===== src/rtl/dma_eop_pkg.sv =====
package dma_eop_pkg;

    // Target of a configuration write
    typedef enum logic {
        SEL_ADDR  = 1'b0,
        SEL_COUNT = 1'b1
    } cfg_sel_e;

    // Channel whose count drives the end in memory-to-memory mode
    localparam int unsigned M2M_DST_CH = 1;
    localparam int unsigned M2M_SRC_CH = 0;

endpackage


===== src/rtl/dma_eop_sync.sv =====
module dma_eop_sync #(
    parameter int unsigned STAGES = 2
) (
    input  logic clk,
    input  logic rst_n,
    input  logic pin_n,
    input  logic drive,
    output logic ext_low
);

    typedef struct packed {
        logic [STAGES-1:0] sync;
        logic [STAGES-1:0] hist;
    } sync_t;

    sync_t state_d, state_q;

    always_comb begin
        state_d      = state_q;
        state_d.sync = {state_q.sync[STAGES-2:0], pin_n};
        state_d.hist = {state_q.hist[STAGES-2:0], drive};
    end

    always_ff @(posedge clk or negedge rst_n) begin
        if (!rst_n) begin
            state_q.sync <= '1;
            state_q.hist <= '0;
        end else begin
            state_q <= state_d;
        end
    end

    // A low seen while the own pulse may still be in flight is discarded
    assign ext_low = !state_q.sync[STAGES-1] && !drive && !(|state_q.hist);

    AST_NO_ECHO_END: assert property (@(posedge clk) disable iff (!rst_n)
        $past(drive) |-> !ext_low) else $error("echo taken as end");

endmodule


===== src/rtl/dma_eop_chan.sv =====
module dma_eop_chan #(
    parameter int unsigned DATA_W = 16
) (
    input  logic              clk,
    input  logic              rst_n,
    input  logic              wr_addr,
    input  logic              wr_cnt,
    input  logic [DATA_W-1:0] wdata,
    input  logic              step_addr,
    input  logic              step_cnt,
    input  logic              reload,
    output logic [DATA_W-1:0] cur_addr,
    output logic [DATA_W-1:0] cur_cnt,
    output logic              tc_hit
);

    typedef struct packed {
        logic [DATA_W-1:0] base_addr;
        logic [DATA_W-1:0] base_cnt;
        logic [DATA_W-1:0] cur_addr;
        logic [DATA_W-1:0] cur_cnt;
    } chan_t;

    chan_t chan_d, chan_q;

    always_comb begin
        chan_d = chan_q;
        if (reload) begin
            chan_d.cur_addr = chan_q.base_addr;
            chan_d.cur_cnt  = chan_q.base_cnt;
        end else begin
            if (step_addr) chan_d.cur_addr = chan_q.cur_addr + 1'b1;
            if (step_cnt)  chan_d.cur_cnt  = chan_q.cur_cnt - 1'b1;
        end
        if (wr_addr) begin
            chan_d.base_addr = wdata;
            chan_d.cur_addr  = wdata;
        end
        if (wr_cnt) begin
            chan_d.base_cnt = wdata;
            chan_d.cur_cnt  = wdata;
        end
    end

    always_ff @(posedge clk or negedge rst_n) begin
        if (!rst_n) chan_q <= '0;
        else        chan_q <= chan_d;
    end

    assign cur_addr = chan_q.cur_addr;
    assign cur_cnt  = chan_q.cur_cnt;
    assign tc_hit   = step_cnt && (chan_q.cur_cnt == '0);

    AST_TC_WRAP: assert property (@(posedge clk) disable iff (!rst_n)
        (step_cnt && !reload && !wr_cnt && cur_cnt == '0) |=> (&cur_cnt)) else $error("no wrap");
    AST_CNT_STEP: assert property (@(posedge clk) disable iff (!rst_n)
        (step_cnt && !reload && !wr_cnt) |=> cur_cnt == DATA_W'($past(cur_cnt) - 1'b1)) else $error("bad step");
    AST_RELOAD_CNT: assert property (@(posedge clk) disable iff (!rst_n)
        (reload && !wr_cnt) |=> cur_cnt == $past(chan_q.base_cnt)) else $error("bad reload");

endmodule


===== src/rtl/dma_eop_ctrl.sv =====
module dma_eop_ctrl #(
    parameter int unsigned NUM_CH = 4,
    parameter int unsigned DATA_W = 16,
    parameter int unsigned SYNC_STAGES = 2,
    localparam int unsigned CH_W = (NUM_CH > 1) ? $clog2(NUM_CH) : 1
) (
    input  logic              clk,
    input  logic              rst_n,
    input  logic              cfg_we,
    input  logic [CH_W-1:0]   cfg_ch,
    input  logic              cfg_sel,
    input  logic [DATA_W-1:0] cfg_wdata,
    input  logic              mode_we,
    input  logic [CH_W-1:0]   mode_ch,
    input  logic              mode_autoinit,
    input  logic              m2m_en,
    input  logic              mask_we,
    input  logic [CH_W-1:0]   mask_ch,
    input  logic              mask_val,
    input  logic [NUM_CH-1:0] req_set,
    input  logic              act_valid,
    input  logic [CH_W-1:0]   act_ch,
    input  logic              xfer_stb,
    input  logic              eop_n_in,
    input  logic              status_rd,
    input  logic [CH_W-1:0]   rd_ch,
    output logic [DATA_W-1:0] rd_addr,
    output logic [DATA_W-1:0] rd_cnt,
    output logic              eop_oe,
    output logic [NUM_CH-1:0] tc_status,
    output logic [NUM_CH-1:0] mask_o,
    output logic [NUM_CH-1:0] req_o
);

    import dma_eop_pkg::*;

    localparam logic [CH_W-1:0] DST_CH = CH_W'(M2M_DST_CH);
    localparam logic [CH_W-1:0] SRC_CH = CH_W'(M2M_SRC_CH);

    typedef struct packed {
        logic [NUM_CH-1:0] mask;
        logic [NUM_CH-1:0] req;
        logic [NUM_CH-1:0] tc;
        logic [NUM_CH-1:0] ai;
        logic              oe;
    } ctl_t;

    ctl_t ctl_d, ctl_q;

    logic [NUM_CH-1:0] wr_a, wr_c, step_a, step_c, reload, tc_hit, end_vec;
    logic [DATA_W-1:0] addr_arr [NUM_CH];
    logic [DATA_W-1:0] cnt_arr  [NUM_CH];
    logic              ext_low, ext_end, int_end, end_any;
    logic [CH_W-1:0]   end_ch;

    dma_eop_sync #(.STAGES(SYNC_STAGES)) u_sync (
        .clk     (clk),
        .rst_n   (rst_n),
        .pin_n   (eop_n_in),
        .drive   (ctl_q.oe),
        .ext_low (ext_low)
    );

    for (genvar g = 0; g < NUM_CH; g++) begin : g_chan
        localparam logic [CH_W-1:0] ID = CH_W'(g);
        logic in_pair;
        assign in_pair   = (ID == SRC_CH) || (ID == DST_CH);
        assign wr_a[g]   = cfg_we && cfg_ch == ID && cfg_sel == SEL_ADDR;
        assign wr_c[g]   = cfg_we && cfg_ch == ID && cfg_sel == SEL_COUNT;
        assign step_c[g] = xfer_stb && act_valid && (m2m_en ? (ID == DST_CH) : (act_ch == ID));
        assign step_a[g] = xfer_stb && act_valid && (m2m_en ? in_pair : (act_ch == ID));
        assign end_vec[g] = end_any && (end_ch == ID);
        assign reload[g]  = end_vec[g] && ctl_q.ai[g];

        dma_eop_chan #(.DATA_W(DATA_W)) u_chan (
            .clk       (clk),
            .rst_n     (rst_n),
            .wr_addr   (wr_a[g]),
            .wr_cnt    (wr_c[g]),
            .wdata     (cfg_wdata),
            .step_addr (step_a[g]),
            .step_cnt  (step_c[g]),
            .reload    (reload[g]),
            .cur_addr  (addr_arr[g]),
            .cur_cnt   (cnt_arr[g]),
            .tc_hit    (tc_hit[g])
        );

        AST_END_REQ_CLR: assert property (@(posedge clk) disable iff (!rst_n)
            end_vec[g] |=> !req_o[g]) else $error("request kept");
        AST_END_TC_SET: assert property (@(posedge clk) disable iff (!rst_n)
            end_vec[g] |=> tc_status[g]) else $error("status not set");
        AST_MASK_SET: assert property (@(posedge clk) disable iff (!rst_n)
            (end_vec[g] && !ctl_q.ai[g]) |=> mask_o[g]) else $error("mask not set");
        AST_MASK_KEEP: assert property (@(posedge clk) disable iff (!rst_n)
            (end_vec[g] && ctl_q.ai[g] && !(mask_we && mask_ch == ID)) |=> $stable(mask_o[g]))
            else $error("mask changed");
    end

    assign int_end = |tc_hit;
    assign ext_end = ext_low && act_valid;
    assign end_any = int_end || ext_end;
    assign end_ch  = m2m_en ? DST_CH : act_ch;

    always_comb begin
        ctl_d    = ctl_q;
        ctl_d.oe = int_end;
        if (mode_we)   ctl_d.ai[mode_ch]   = mode_autoinit;
        if (mask_we)   ctl_d.mask[mask_ch] = mask_val;
        ctl_d.req = ctl_q.req | req_set;
        if (status_rd) ctl_d.tc = '0;
        for (int i = 0; i < NUM_CH; i++) begin
            if (end_vec[i]) begin
                ctl_d.tc[i]  = 1'b1;
                ctl_d.req[i] = 1'b0;
                if (!ctl_q.ai[i]) ctl_d.mask[i] = 1'b1;
            end
        end
        if (end_any && m2m_en) ctl_d.req[SRC_CH] = 1'b0;
    end

    always_ff @(posedge clk or negedge rst_n) begin
        if (!rst_n) begin
            ctl_q      <= '0;
            ctl_q.mask <= '1;
        end else begin
            ctl_q <= ctl_d;
        end
    end

    assign eop_oe    = ctl_q.oe;
    assign tc_status = ctl_q.tc;
    assign mask_o    = ctl_q.mask;
    assign req_o     = ctl_q.req;
    assign rd_addr   = addr_arr[rd_ch];
    assign rd_cnt    = cnt_arr[rd_ch];

    AST_OE_CAUSE: assert property (@(posedge clk) disable iff (!rst_n)
        eop_oe |-> $past(xfer_stb && act_valid)) else $error("pulse without transfer");
    AST_M2M_PAIR_REQ: assert property (@(posedge clk) disable iff (!rst_n)
        (end_any && m2m_en) |=> !req_o[SRC_CH]) else $error("source request kept");

endmodule


===== config.mk =====
export PLATFORM = sky130hd
export DESIGN_NAME = dma_eop_ctrl
export DESIGN_NICKNAME = d
export VERILOG_FILES = /design/src/rtl/dma_eop_pkg.sv /design/src/rtl/dma_eop_sync.sv /design/src/rtl/dma_eop_chan.sv /design/src/rtl/dma_eop_ctrl.sv
export SDC_FILE = /design/constraint.sdc
export NUM_CORES = 1
export LEC_CHECK = 0
export ABC_AREA = 0
export BUFFER_PORTS_ARGS = -buffer_cell sky130_fd_sc_hd__buf_2
export CAP_MARGIN = 20
export CORE_AREA = 4 4 159 161
export DETAILED_ROUTE_END_ITERATION = 12
export DIE_AREA = 0 0 163 165
export GPL_TIMING_DRIVEN = 0
export PLACE_DENSITY = 0.84
export SYNTH_ARGS = -nofsm -noshare
export SYNTH_HDL_FRONTEND = slang
export SYNTH_SLANG_ARGS = --single-unit
export TNS_END_PERCENT = 50

===== constraint.sdc =====
create_clock -name clk -period 4.2 [get_ports clk]
set_clock_uncertainty 0.05 [all_clocks]
set_input_delay 0.84 -clock clk [delete_from_list [all_inputs] [get_ports clk]]
set_output_delay 0.84 -clock clk [all_outputs]
set_load 0.01 [all_outputs]

Yosys cells after proc, flatten, opt, wreduce, memory -nomap -nowiden
Cells that the tools add are included.
Widths: inputs -> output; s select.
{"block": "totals", "regBits": 277, "wordCells": 169, "out_inout_bits": 45, "inputBits": 43}
{"block": "classes", "reduce_logical": 61, "order_cmp": 5, "muxes": 57, "addsub": 8, "eq_ne": 9, "bitwise_logic": 3}
{"cell": "$mux 16", "count": 20}
{"cell": "$mux 32", "count": 4}
{"cell": "$add 16x1->16 const B", "count": 4}
{"cell": "$bmux 16 s2", "count": 2}
{"cell": "$logic_not 16->1", "count": 4}
{"cell": "$sub 16x1->16 const B", "count": 4}
{"cell": "$logic_and 1x1->1", "count": 36}
{"cell": "$mux 1", "count": 24}
{"cell": "$reduce_bool 3->1", "count": 8}
{"cell": "$eq 2x2->1 const B", "count": 6}
{"cell": "$bwmux 4", "count": 2}
{"cell": "$mux 4", "count": 2}
{"cell": "$reduce_bool 2->1", "count": 4}
{"cell": "$eq 2x1->1 const B", "count": 3}
{"cell": "$logic_not 2->1", "count": 3}
{"cell": "$lt 2x3->1 const B", "count": 2}
{"cell": "$demux 1 s2", "count": 2}
{"cell": "$ge 2x1->1 const B", "count": 2}
{"cell": "$or 4x4->4", "count": 1}
{"cell": "$reduce_or 4->1", "count": 1}
{"cell": "$ge 3x3->1 const B", "count": 1}
{"cell": "$logic_not 1->1", "count": 3}
{"cell": "$not 2->3", "count": 1}
{"cell": "$mux 2", "count": 1}
{"cell": "other kinds (3)", "count": 3}

Longest topological paths before layout
Gate-level depths: netlist of run 1.
{"block": "logic_depth", "depth_word": 10, "ltp_mapped": 12, "ltp_nobuf": 10}

By module
From an unflattened synthesis of run 1, not the netlist that was laid out.
{"block": "unflattened", "hier_cells": 1714, "hier_area_um2": 16435.8}
{"mod": "dma_eop_chan (g_chan[1].u_chan ...)", "instances": 3, "seq_area_each_um2": 1601.5, "area_each_um2": 3632.2, "cells_each": 392}
{"mod": "dma_eop_chan (g_chan[0].u_chan)", "instances": 1, "seq_area_each_um2": 1601.5, "area_each_um2": 3694.8, "cells_each": 398}
{"mod": "dma_eop_ctrl", "instances": 1, "seq_area_each_um2": 430.4, "area_each_um2": 1729.2, "cells_each": 135}
{"mod": "dma_eop_sync", "instances": 1, "seq_area_each_um2": 102.6, "area_each_um2": 115.1, "cells_each": 5}

Worst setup path after synthesis of run 1
No wires, ideal clock.
{"block": "synth_path", "path_type": "input port to output port", "from": "input rd_ch[0]", "to": "output rd_addr[0]", "stages": 3, "t_arrival_ps": 2200, "path_slack_ps": 1110, "required_ps": 3310, "path_buffers": 2, "cell_sequence": "clkbuf_1 buf_1 mux4_2"}
{"block": "synth_via", "elab_chain_len": 4}
{"item": "start: declaration", "line": "dma_eop_ctrl.sv:26", "text": "input logic [CH_W-1:0] rd_ch,"}
{"item": "$not 2->3 (implied by the code)", "line": "dma_eop_ctrl.sv:135", "text": "assign rd_addr = addr_arr[rd_ch];"}
{"item": "$bmux 16 s2", "line": "dma_eop_ctrl.sv:135"}
{"item": "$mux 16 (implied by the code) (2 in series)", "line": "dma_eop_ctrl.sv:135"}
{"item": "end: declaration", "line": "dma_eop_ctrl.sv:27", "text": "output logic [DATA_W-1:0] rd_addr,"}
No other way between the ends. The select of a mux whose other input is x is not followed.

Final worst setup path of run 1
{"block": "layout_path", "from": "input act_ch[1]", "to": "register g_chan[2].u_chan.chan_q, in the netlist g_chan[2].u_chan.cur_cnt[3]"}
{"block": "layout_via", "elab_chain_len": 10, "word_cells_on_any_way": 25, "cone_classes": "4 x eq/ne; 7 x mux; 14 x reduce/logical"}
{"item": "start: declaration", "line": "dma_eop_ctrl.sv:22", "text": "input logic [CH_W-1:0] act_ch,"}
{"item": "$eq 2x1->1, or another cell as far along", "line": "dma_eop_ctrl.sv:70", "text": "assign step_c[g] = xfer_stb && act_valid && (m2m_en ? (ID == DST_CH) : (act_ch == ID));"}
{"item": "$mux 1", "line": "dma_eop_ctrl.sv:70"}
{"item": "$logic_and 1x1->1", "line": "dma_eop_ctrl.sv:70"}
{"item": "$logic_and 1x1->1", "line": "dma_eop_chan.sv:52", "text": "assign tc_hit = step_cnt && (chan_q.cur_cnt == '0);"}
{"item": "$reduce_or 4->1", "line": "dma_eop_ctrl.sv:100", "text": "assign int_end = |tc_hit;"}
{"item": "$logic_or 1x1->1", "line": "dma_eop_ctrl.sv:102", "text": "assign end_any = int_end || ext_end;"}
{"item": "$logic_and 1x1->1", "line": "dma_eop_ctrl.sv:72", "text": "assign end_vec[g] = end_any && (end_ch == ID);"}
{"item": "$logic_and 1x1->1", "line": "dma_eop_ctrl.sv:73", "text": "assign reload[g] = end_vec[g] && ctl_q.ai[g];"}
{"item": "$mux 32", "line": "dma_eop_chan.sv:28", "text": "if (reload) begin"}
{"item": "$mux 16", "line": "dma_eop_chan.sv:39", "text": "if (wr_cnt) begin"}
{"item": "end signal: assignment", "line": "dma_eop_chan.sv:47", "text": "else chan_q <= chan_d;"}
{"item": "end: declaration", "line": "dma_eop_chan.sv:24", "text": "chan_t chan_d, chan_q;"}
Parallel ways exist; a longest one is shown, timed or not.
A chain may end at the register's enable or synchronous reset.

==> flow_metrics.tcl, run 1 <==
set metrics [dict create \
    hold_path_class "in -> async" \
    cts_sinks 277 \
    wire_per_inst_um 22.9 \
    rows 57 \
    via_per_inst 6.57 \
    cts_tree "yes" \
    htreeDepth 2 \
    overflow 0 \
    grt_pass1_vias 13700 \
    maxSlewHeadroom 0.184 \
    yosysTopAreaCell "dfrtp_1" \
    finalCriticalPeriod_ps 3920 \
    die_area_mm2 0.0269 \
    track_usage 0.369 \
    crit_path_start_kind "input pin" \
    antenna_found_initial 3 \
    ff2ff_path_depth 9 \
    initial_core_util 0.643 \
    fin_nets 1878 \
    routed_wl_mm 49.6 \
    grt_pass1_wl_mm 76.5 \
    cts_setup_buffers 0 \
    multi_input_area_mm2 0.00778 \
    holdWs_ps 284 \
    io_pins 88 \
    required_ps 4500 \
    max_slew.worst_pin.slew_ps 1220 \
    ys_seq_area_frac 0.450 \
    diodes 0 \
    cp_cell_sequence "buf_2 -> inv_1 -> a21oi_1 -> nand2b_1 -> clkbuf_1 -> o311ai_2 -> o21ai_1 -> buf_2 -> mux2i_1 -> o21ai_0" \
    cap_viol_max_count 0 \
    top_layer_used "met5" \
    final_common_cell "nand2_1" \
    ir_drop_mv 0.380 \
    wl_met3_mm 6.24 \
    yosysWarnings 0 \
    syn_inst 1712 \
    rsz0062_at_grt "no" \
    clockBufferDepth 3 \
    fin_util 0.725 \
    cpMostUsedCell "buf_2" \
    clk_latency_ps 520 \
    finalHoldViolations 0 \
    cp_max_fo 10 \
    synth-async-reset-ratio 1.00 \
    postCtsHoldBufs 0 \
    port_buffers 73 \
    finalSetupViolCount 0 \
    path_clk_slew_ps 60 \
    synth_edf_count 0 \
    die_x_um 163 \
    area_growth_pct 12.7 \
    cp-end-kind "flop" \
    status "complete, no violations" \
    finalCritPeriodShare 0.933 \
    slowest_stage "o21ai_1" \
    postSynthNetCount 1767 \
    cp.arrival_ps 4210 \
    synth-seq-cells 277 \
    synth_cell_type_count 73 \
    ant_nets 0 \
    critical-path-max-stage-delay_ps 690 \
    worst-setup-path-type "in -> reg" \
    p_leak_nw 8.08 \
    drtIter0Drc 2041 \
    wirelength_met1_mm 18.4 \
    mostFrequentLayoutCells "476 x nand2_1, 271 x dfrtp_1, 106 x nor2_1" \
    cts_made_buffers 34 \
    gp_congestion 1.02 \
    wl_met2_mm 22.1 \
    regArea_mm2 0.00694 \
    grt_max_degree 100 \
    hpwl_mm 35.1 \
    maxSlewViolCount 0 \
    num_vias 14200 \
    syn_area_per_cell_um2 9.00 \
    fmax_ghz 0.255 \
    cts_resized 0 \
    synth_area_leaders "dfrtp_1 44%, nand2_1 12%, mux2i_1 4.9%" \
    drive_gt1_frac 0.124 \
    synthFlopType "dfrtp_1" \
    fill_cells 1814 \
    cts_root_buf "clkbuf_16" \
    syn_area_mm2 0.0154 \
    dr.pass1.iters 7 \
    die_h_um 165 \
    drc_errors 0 \
    synth.top_cell.area_share 0.440 \
    core_area_mm2 0.0240 \
    power_density_mw_per_mm2 544 \
]
## registers in the layout, summed over array words and instances (netlist names), 2 cells and up
name,cells
req_o,4
tc_status,4
g_chan.u_chan.cur_addr,64
u_sync.state_d,2
mask_o,4
g_chan.u_chan.cur_cnt,64
g_chan.u_chan.chan_q,128
u_sync.state_q,2
ctl_q,4
## area by class of cell
cell class	instances	share of cell area
clock inverters	9	0.00728
repair buffers	75	0.0248
well taps	324	0.0233
plain buffers	124	0.0330
inverters	31	0.00670
clock buffers	47	0.0571
multi-input cells	1280	0.448
flip-flops and latches	277	0.400
## worst max-delay path: cells and delay by family
kind,cells,cell delay (ps)
simple gates,1,190
buf+inv,4,1280
mux,1,270
compound gates,4,1620
## cells in the mapped netlist, types with 5 or more instances
cell      count
a211o_1       8
a211oi_1      8
a21oi_1      31
a31oi_1      31
and2_1        7
and3_1       12
buf_1         5
buf_2        10
buf_4        16
clkbuf_1     88
dfrtp_1     271
dfstp_2       6
ha_1         12
inv_1        31
mux2_2       14
mux2i_1      76
mux4_2       32
nand2_1     476
nand2b_1      9
nand3_1      59
nand4_1      21
nor2_1      106
nor3_1       53
nor3b_1       5
nor4_1       25
o211ai_1     12
o21ai_0      64
o221ai_1      7
o22ai_1       5
o311ai_0      7
o31ai_1       6
o32a_1        5
or2_2         7
or3_1        17
or4_1         6
xnor2_1      56
xor2_1       36
## final timing paths
kind / start / end / slack, ps
worst max register to register: g_chan[3].u_chan.cur_cnt[7] / g_chan[1].u_chan.cur_cnt[10] / 580
worst max-delay path: act_ch[1] / g_chan[2].u_chan.cur_cnt[3] / 280
worst min register to register: u_sync.state_d[3] / u_sync.state_q[3] / 310
max in group asynchronous: rst_n / g_chan[2].u_chan.chan_q[41] / 2440
min in group clk: u_sync.state_d[3] / u_sync.state_q[3] / 310
worst min-delay path: rst_n / g_chan[0].u_chan.chan_q[51] / 280
## per-stage QoR
step           total power [mW]  instances  setup TNS, ps  instance area (um2)  setup WS [ps]
6_report                   9.44       2167              0                17400            283
5_1_grt                    9.82       2167              0                17400            202
4_1_cts                    9.35       2167              0                17400            478
3_5_place_dp               6.38       2111          -27.7                16200          -27.7
3_3_place_gp               6.26       2109        -765880                16200          -2840
2_1_floorplan              5.48       1712              0                15400           1110
## kinds of logic after synthesis
logic type | after synthesis | synth area share
AOI/OAI and AO/OA | 231 | 0.102
xor gates and xnor gates | 92 | 0.0523
adders and majority gates | 12 | 0.00974
buffers and inverters | 155 | 0.0447
DFF | 277 | 0.450
muxes | 122 | 0.106
and+or+nand+nor | 823 | 0.234
## report_power, final
part | leakage (nW) | internal [mW] | switching, mW | total, mW
combinational | 4.15 | 1.07 | 1.20 | 2.27
sequential | 3.38 | 3.32 | 0.871 | 4.19
clock | 0.550 | 1.82 | 1.16 | 2.98
## layer usage
metal	vias to the layer above	GRT usage
li1	6184	-
met1	6902	0.498
met2	942	0.568
met3	209	0.0856
met4	6	0.180
met5	-	0
No activity file was read; power rests on OpenSTA's default activity.
==> run 2, diff against run 1 <==
--- a/config.mk
+++ b/config.mk
@@ -13,7 +13,8 @@
 export DIE_AREA = 0 0 163 165
 export GPL_TIMING_DRIVEN = 0
 export PLACE_DENSITY = 0.84
+export SETUP_SLACK_MARGIN = 0.4
 export SYNTH_ARGS = -nofsm -noshare
 export SYNTH_HDL_FRONTEND = slang
 export SYNTH_SLANG_ARGS = --single-unit
-export TNS_END_PERCENT = 50
+export TNS_END_PERCENT = 5
==> run 2 against run 1 <==
  * Worst setup slack improved by 120 ps
  * Critical path depth unchanged
  * Highest routed layer unchanged
  * Largest power group unchanged
  * Global-route usage unchanged
  * Wire length increased by 0.30%
  * Clock-buffer cell count unchanged
  * Critical endpoint is now g_chan[3].u_chan.cur_addr[6]
  * Utilization about the same
  * First-iteration DRC count decreased by 1.8%
  * Power about the same
  * Fmax increased by 3.3%
  * Sequential power about the same
  * Final area about the same
  * Via count about the same
==> flow_metrics.tcl, run 2 (synthesis results as in run 1) <==
set metrics [dict create \
    status "complete, no violations" \
    diodes 0 \
    cp_max_fo 10 \
    track_usage 0.369 \
    cp-end-kind "flop" \
    grt_max_degree 100 \
    finalHoldViolations 0 \
    ir_drop_mv 0.379 \
    die_h_um 165 \
    grt_pass1_wl_mm 76.5 \
    required_ps 4540 \
    die_x_um 163 \
    routed_wl_mm 49.7 \
    mostFrequentLayoutCells "476 x nand2_1, 271 x dfrtp_1, 106 x nor2_1" \
    maxSlewHeadroom 0.198 \
    largest_reg_flops 128 \
    rsz0062_at_grt "yes" \
    overflow 0 \
    rows 57 \
    ant_nets 0 \
    ff2ff_path_depth 9 \
    final_common_cell "nand2_1" \
    postCtsHoldBufs 0 \
    drc_errors 0 \
    finalSetupViolCount 0 \
    cts_sinks 277 \
    clockBufferDepth 3 \
    holdWs_ps 277 \
    fmax_ghz 0.264 \
    cts_resized 0 \
    cts_made_buffers 34 \
    tns_ps 0 \
    hold_path_class "in -> async" \
    htreeDepth 2 \
    crit_path_start_kind "input pin" \
    worst-setup-path-type "in -> reg" \
    area_growth_pct 12.7 \
    wire_per_inst_um 22.9 \
    via_per_inst 6.58 \
    power_density_mw_per_mm2 544 \
    cts_root_buf "clkbuf_16" \
    path_clk_slew_ps 60 \
    maxSlewViolCount 0 \
    initial_core_util 0.643 \
    clk_latency_ps 520 \
    grt_pass1_vias 13700 \
    hpwl_mm 35.1 \
    p_leak_nw 8.08 \
    cap_viol_max_count 0 \
    port_buffers 73 \
    cts_tree "yes" \
    die_area_mm2 0.0269 \
    gp_congestion 1.02 \
    largest-register "g_chan.u_chan.chan_q" \
    finalCriticalPeriod_ps 3790 \
    max_slew.worst_pin.slew_ps 1200 \
    fin_nets 1878 \
    r2r_setup_slack_ps 590 \
    finalCritPeriodShare 0.903 \
    cts_setup_buffers 0 \
    antenna_found_initial 3 \
    core_area_mm2 0.0240 \
    drive_gt1_frac 0.124 \
    dr.pass1.iters 8 \
    drtIter0Drc 2004 \
    cp.arrival_ps 4140 \
    io_pins 88 \
    num_vias 14300 \
]
## run 2: cell count changes in the layout (fill, tap and decap cells not counted)
cell | previous run | this run
o21ai_2 | 0 | 1
o21ai_1 | 3 | 2
## run 2: per-layer routing
metal | wire length (um) | part of all wire | vias up | global-route usage
met5 | 38 | 0.00076 | - | 0
met4 | 2740 | 0.055 | 6 | 0.180
met3 | 6090 | 0.12 | 207 | 0.0856
met2 | 22200 | 0.45 | 941 | 0.568
met1 | 18600 | 0.37 | 6916 | 0.498
li1 | - | - | 6185 | -
## run 2: worst paths after layout
kind / startpoint / to
hold / removal: rst_n / g_chan[0].u_chan.chan_q[51]
setup reg to reg: g_chan[3].u_chan.cur_cnt[7] / g_chan[1].u_chan.cur_cnt[10]
hold reg to reg: u_sync.state_d[3] / u_sync.state_q[3]
max in group asynchronous: rst_n / g_chan[2].u_chan.chan_q[41]
setup / recovery: act_ch[1] / g_chan[3].u_chan.cur_addr[6]
min in group clk: u_sync.state_d[3] / u_sync.state_q[3]
## run 2: final cells by class
class,instances,area (um2)
buffer,124,573
multi-input combinational,1280,7780
inverter,31,116
fill,1814,6600
sequential,277,6940
clock buffer,47,991
clock inverter,9,126
timing repair buffer,75,430
tap,324,405
## run 2: through the flow
stage          cells  total power, mW  setup slack [ps]  utilization  instance area [um2]
6_report        2167             9.45               406        0.725                17400
5_1_grt         2167             9.82               285        0.725                17400
4_1_cts         2167             9.35               478        0.725                17400
3_5_place_dp    2111             6.38             -27.7        0.678                16200
3_3_place_gp    2109             6.26             -2840        0.675                16200
2_1_floorplan   1712             5.48              1110            -                15400
## run 2: power breakdown
part / total (mW) / internal (mW) / switching, mW
clock: 2.99 / 1.82 / 1.16
combinational: 2.27 / 1.07 / 1.20
sequential: 4.19 / 3.32 / 0.873
## run 2: critical path: stages
cell and delay (ps):
buf_2 190, inv_1 80, a21oi_1 540, nor2_1 370
a311oi_2 670, inv_1 150, nor2_1 250, clkbuf_1 510
nor3_1 170, o32a_1 360
==> run 3, diff against run 2 <==
--- a/config.mk
+++ b/config.mk
@@ -8,11 +8,11 @@
 export ABC_AREA = 0
 export BUFFER_PORTS_ARGS = -buffer_cell sky130_fd_sc_hd__buf_2
 export CAP_MARGIN = 20
-export CORE_AREA = 4 4 159 161
+export CORE_AREA = 4 4 163 165
 export DETAILED_ROUTE_END_ITERATION = 12
-export DIE_AREA = 0 0 163 165
+export DIE_AREA = 0 0 167 169
 export GPL_TIMING_DRIVEN = 0
-export PLACE_DENSITY = 0.84
+export PLACE_DENSITY = 0.8
 export SETUP_SLACK_MARGIN = 0.4
 export SYNTH_ARGS = -nofsm -noshare
 export SYNTH_HDL_FRONTEND = slang
==> constraint.sdc (replaced) <==
create_clock -name clk -period 4 [get_ports clk]
set_clock_uncertainty 0.05 [all_clocks]
set_input_delay 0.8 -clock clk [delete_from_list [all_inputs] [get_ports clk]]
set_output_delay 0.8 -clock clk [all_outputs]
set_load 0.01 [all_outputs]
==> run 3 against run 2 <==
  * First-iteration DRC count unchanged
  * Register-to-register slack lost 190 ps
  * Global-route usage shrank 2.0 points
  * Critical path depth fell by 2
  * Sequential cell count unchanged
  * Final area grew 0.32%
  * Via count shrank 0.58%
  * Clock-buffer cell count shrank 10
  * Die area increased by 4.9%
  * Utilization fell by 2.9 points
  * Highest routed layer unchanged
  * Combinational power is 5% higher
==> flow_metrics.tcl, run 3 (synthesis results as in run 1) <==
set metrics [dict create \
    io_pins 88 \
    finalCritPeriodShare 0.900 \
    clkPwrFrac 0.319 \
    p_sw_frac 0.346 \
    rsz0062_at_grt "yes" \
    dp_slack_ps -202 \
    cts_sinks 277 \
    crit_path_start_kind "flop" \
    clockBufferDepth 3 \
    postCtsHoldBufs 0 \
    placed_cells 2118 \
    ant_nets 0 \
    routed_wl_mm 49.5 \
    max_slew.worst_pin.slew_ps 1200 \
    finalHoldViolations 0 \
    switching_power_mw 3.44 \
    intPower_mw 6.52 \
    track_usage 0.349 \
    status "complete, no violations" \
    via_per_inst 6.52 \
    drc_errors 0 \
    cts_made_buffers 30 \
    path_clk_slew_ps 60 \
    fin_nets 1876 \
    rows 58 \
    ir_drop_mv 0.323 \
    p_leak_nw 8.08 \
    antenna_found_initial 2 \
    finalCriticalPeriod_ps 3600 \
    cp_cell_sequence "nor4_1 -> and4b_1 -> a32oi_1 -> o311a_4 -> a21boi_2 -> buf_4 -> nand3_1 -> a31oi_1" \
    critical-path-max-stage-delay_ps 950 \
    drive_gt1_frac 0.127 \
    core_area_mm2 0.0250 \
    required_ps 4440 \
    p_total_mw 9.96 \
    p_comb_frac 0.240 \
    finalSetupViolCount 0 \
    cp_max_fo 10 \
    mostFrequentLayoutCells "476 x nand2_1, 271 x dfrtp_1, 105 x nor2_1" \
    layout.cells.non_filler 2175 \
    cts_tree "yes" \
    worst-setup-path-type "reg -> reg" \
    regArea_mm2 0.00694 \
    multi_input_area_mm2 0.00780 \
    finalInstanceArea_mm2 0.0174 \
    hold_path_class "in -> async" \
    gp_congestion 1.01 \
    cp-end-kind "flop" \
    slowest_stage "nor4_1" \
    die_area_mm2 0.0282 \
    die_x_um 167 \
    die_h_um 169 \
    grt_pass1_wl_mm 77.7 \
    maxSlewViolCount 0 \
    diodes 0 \
    fill_cells 1893 \
    port_buffers 73 \
    largest_reg_flops 128 \
    seqPwrFrac 0.441 \
    num_vias 14200 \
    htreeDepth 1 \
    grt_pass1_vias 13800 \
    fin_ws_ps 398 \
    grt_max_degree 110 \
    cts_setup_buffers 0 \
    cap_viol_max_count 0 \
    wire_per_inst_um 22.8 \
    maxSlewHeadroom 0.202 \
    area_growth_pct 13.1 \
    place_area_mm2 0.0163 \
    largest-register "g_chan.u_chan.chan_q" \
    clk_latency_ps 570 \
    cts_root_buf "clkbuf_16" \
    initial_core_util 0.615 \
    hpwl_mm 34.8 \
    dr.pass1.iters 8 \
    fmax_ghz 0.278 \
    overflow 0 \
    power_density_mw_per_mm2 571 \
    drtIter0Drc 2004 \
    final_common_cell "nand2_1" \
    cp.arrival_ps 4040 \
]
[run 3: power by group through the flow]
stage | registers [mW] | clock network (mW) | logic, mW
finish | 4.39 | 3.18 | 2.39
global route | 4.44 | 3.29 | 2.63
CTS | 4.32 | 3.16 | 2.36
detailed placement | 4.36 | 0 | 2.33
global placement | 4.33 | 0 | 2.23
floorplan | 4.03 | 0 | 1.73
[run 3: repair_timing]
item | CTS | global route
setup endpoints to repair | 10 | 41
hold endpoints to repair | 0 | 0
resized for setup | 1 | 3
[run 3: layout make-up]
| type | count | area share |
|---|---|---|
| plain buffers | 124 | 0.0329 |
| inverters | 31 | 0.00668 |
| flip-flops and latches | 277 | 0.398 |
| clock buffers | 37 | 0.0463 |
| well taps | 330 | 0.0237 |
| multi-input cells | 1280 | 0.448 |
| clock inverters | 19 | 0.0183 |
| repair buffers | 77 | 0.0260 |
[run 3: final timing paths]
kind | startpoint | endpoint | slack, ps | cells past startpoint
worst max register to register | g_chan[3].u_chan.cur_cnt[7] | g_chan[2].u_chan.cur_addr[9] | 400 | 8
worst max-delay path | g_chan[3].u_chan.cur_cnt[7] | g_chan[2].u_chan.cur_addr[9] | 400 | 8
worst min-delay path | rst_n | g_chan[0].u_chan.chan_q[51] | 140 | 1
min in group clk | eop_n_in | u_sync.state_d[3] | 280 | 1
max in group asynchronous | rst_n | g_chan[3].u_chan.chan_q[43] | 2780 | 2
worst min register to register | u_sync.state_d[3] | u_sync.state_q[3] | 310 | 0
[run 3: layer usage]
metal | part of all wire | vias to the layer above | GRT usage
met4 | 0.058 | 4 | 0.148
li1 | - | 6181 | -
met2 | 0.44 | 947 | 0.549
met5 | 0.00055 | - | 0
met3 | 0.13 | 228 | 0.0922
met1 | 0.37 | 6813 | 0.463
[run 3: metrics by stage]
stage          setup TNS, ps   util  hold WS [ps]
3_5_place_dp           -3240  0.650           300
5_1_grt                    0  0.696           184
4_1_cts                    0  0.695           172
3_3_place_gp         -819580  0.647           296
2_1_floorplan              0      -           295
6_report                   0  0.696           135
[run 3: critical path: cells and delay by family, from the launching register on]
| family | cells | cell delay (ps) |
|---|---|---|
| buffers and inverters | 1 | 300 |
| flip-flops | 1 | 470 |
| AND/OR/NAND/NOR | 3 | 1450 |
| AO/OA/AOI/OAI | 4 | 1250 |
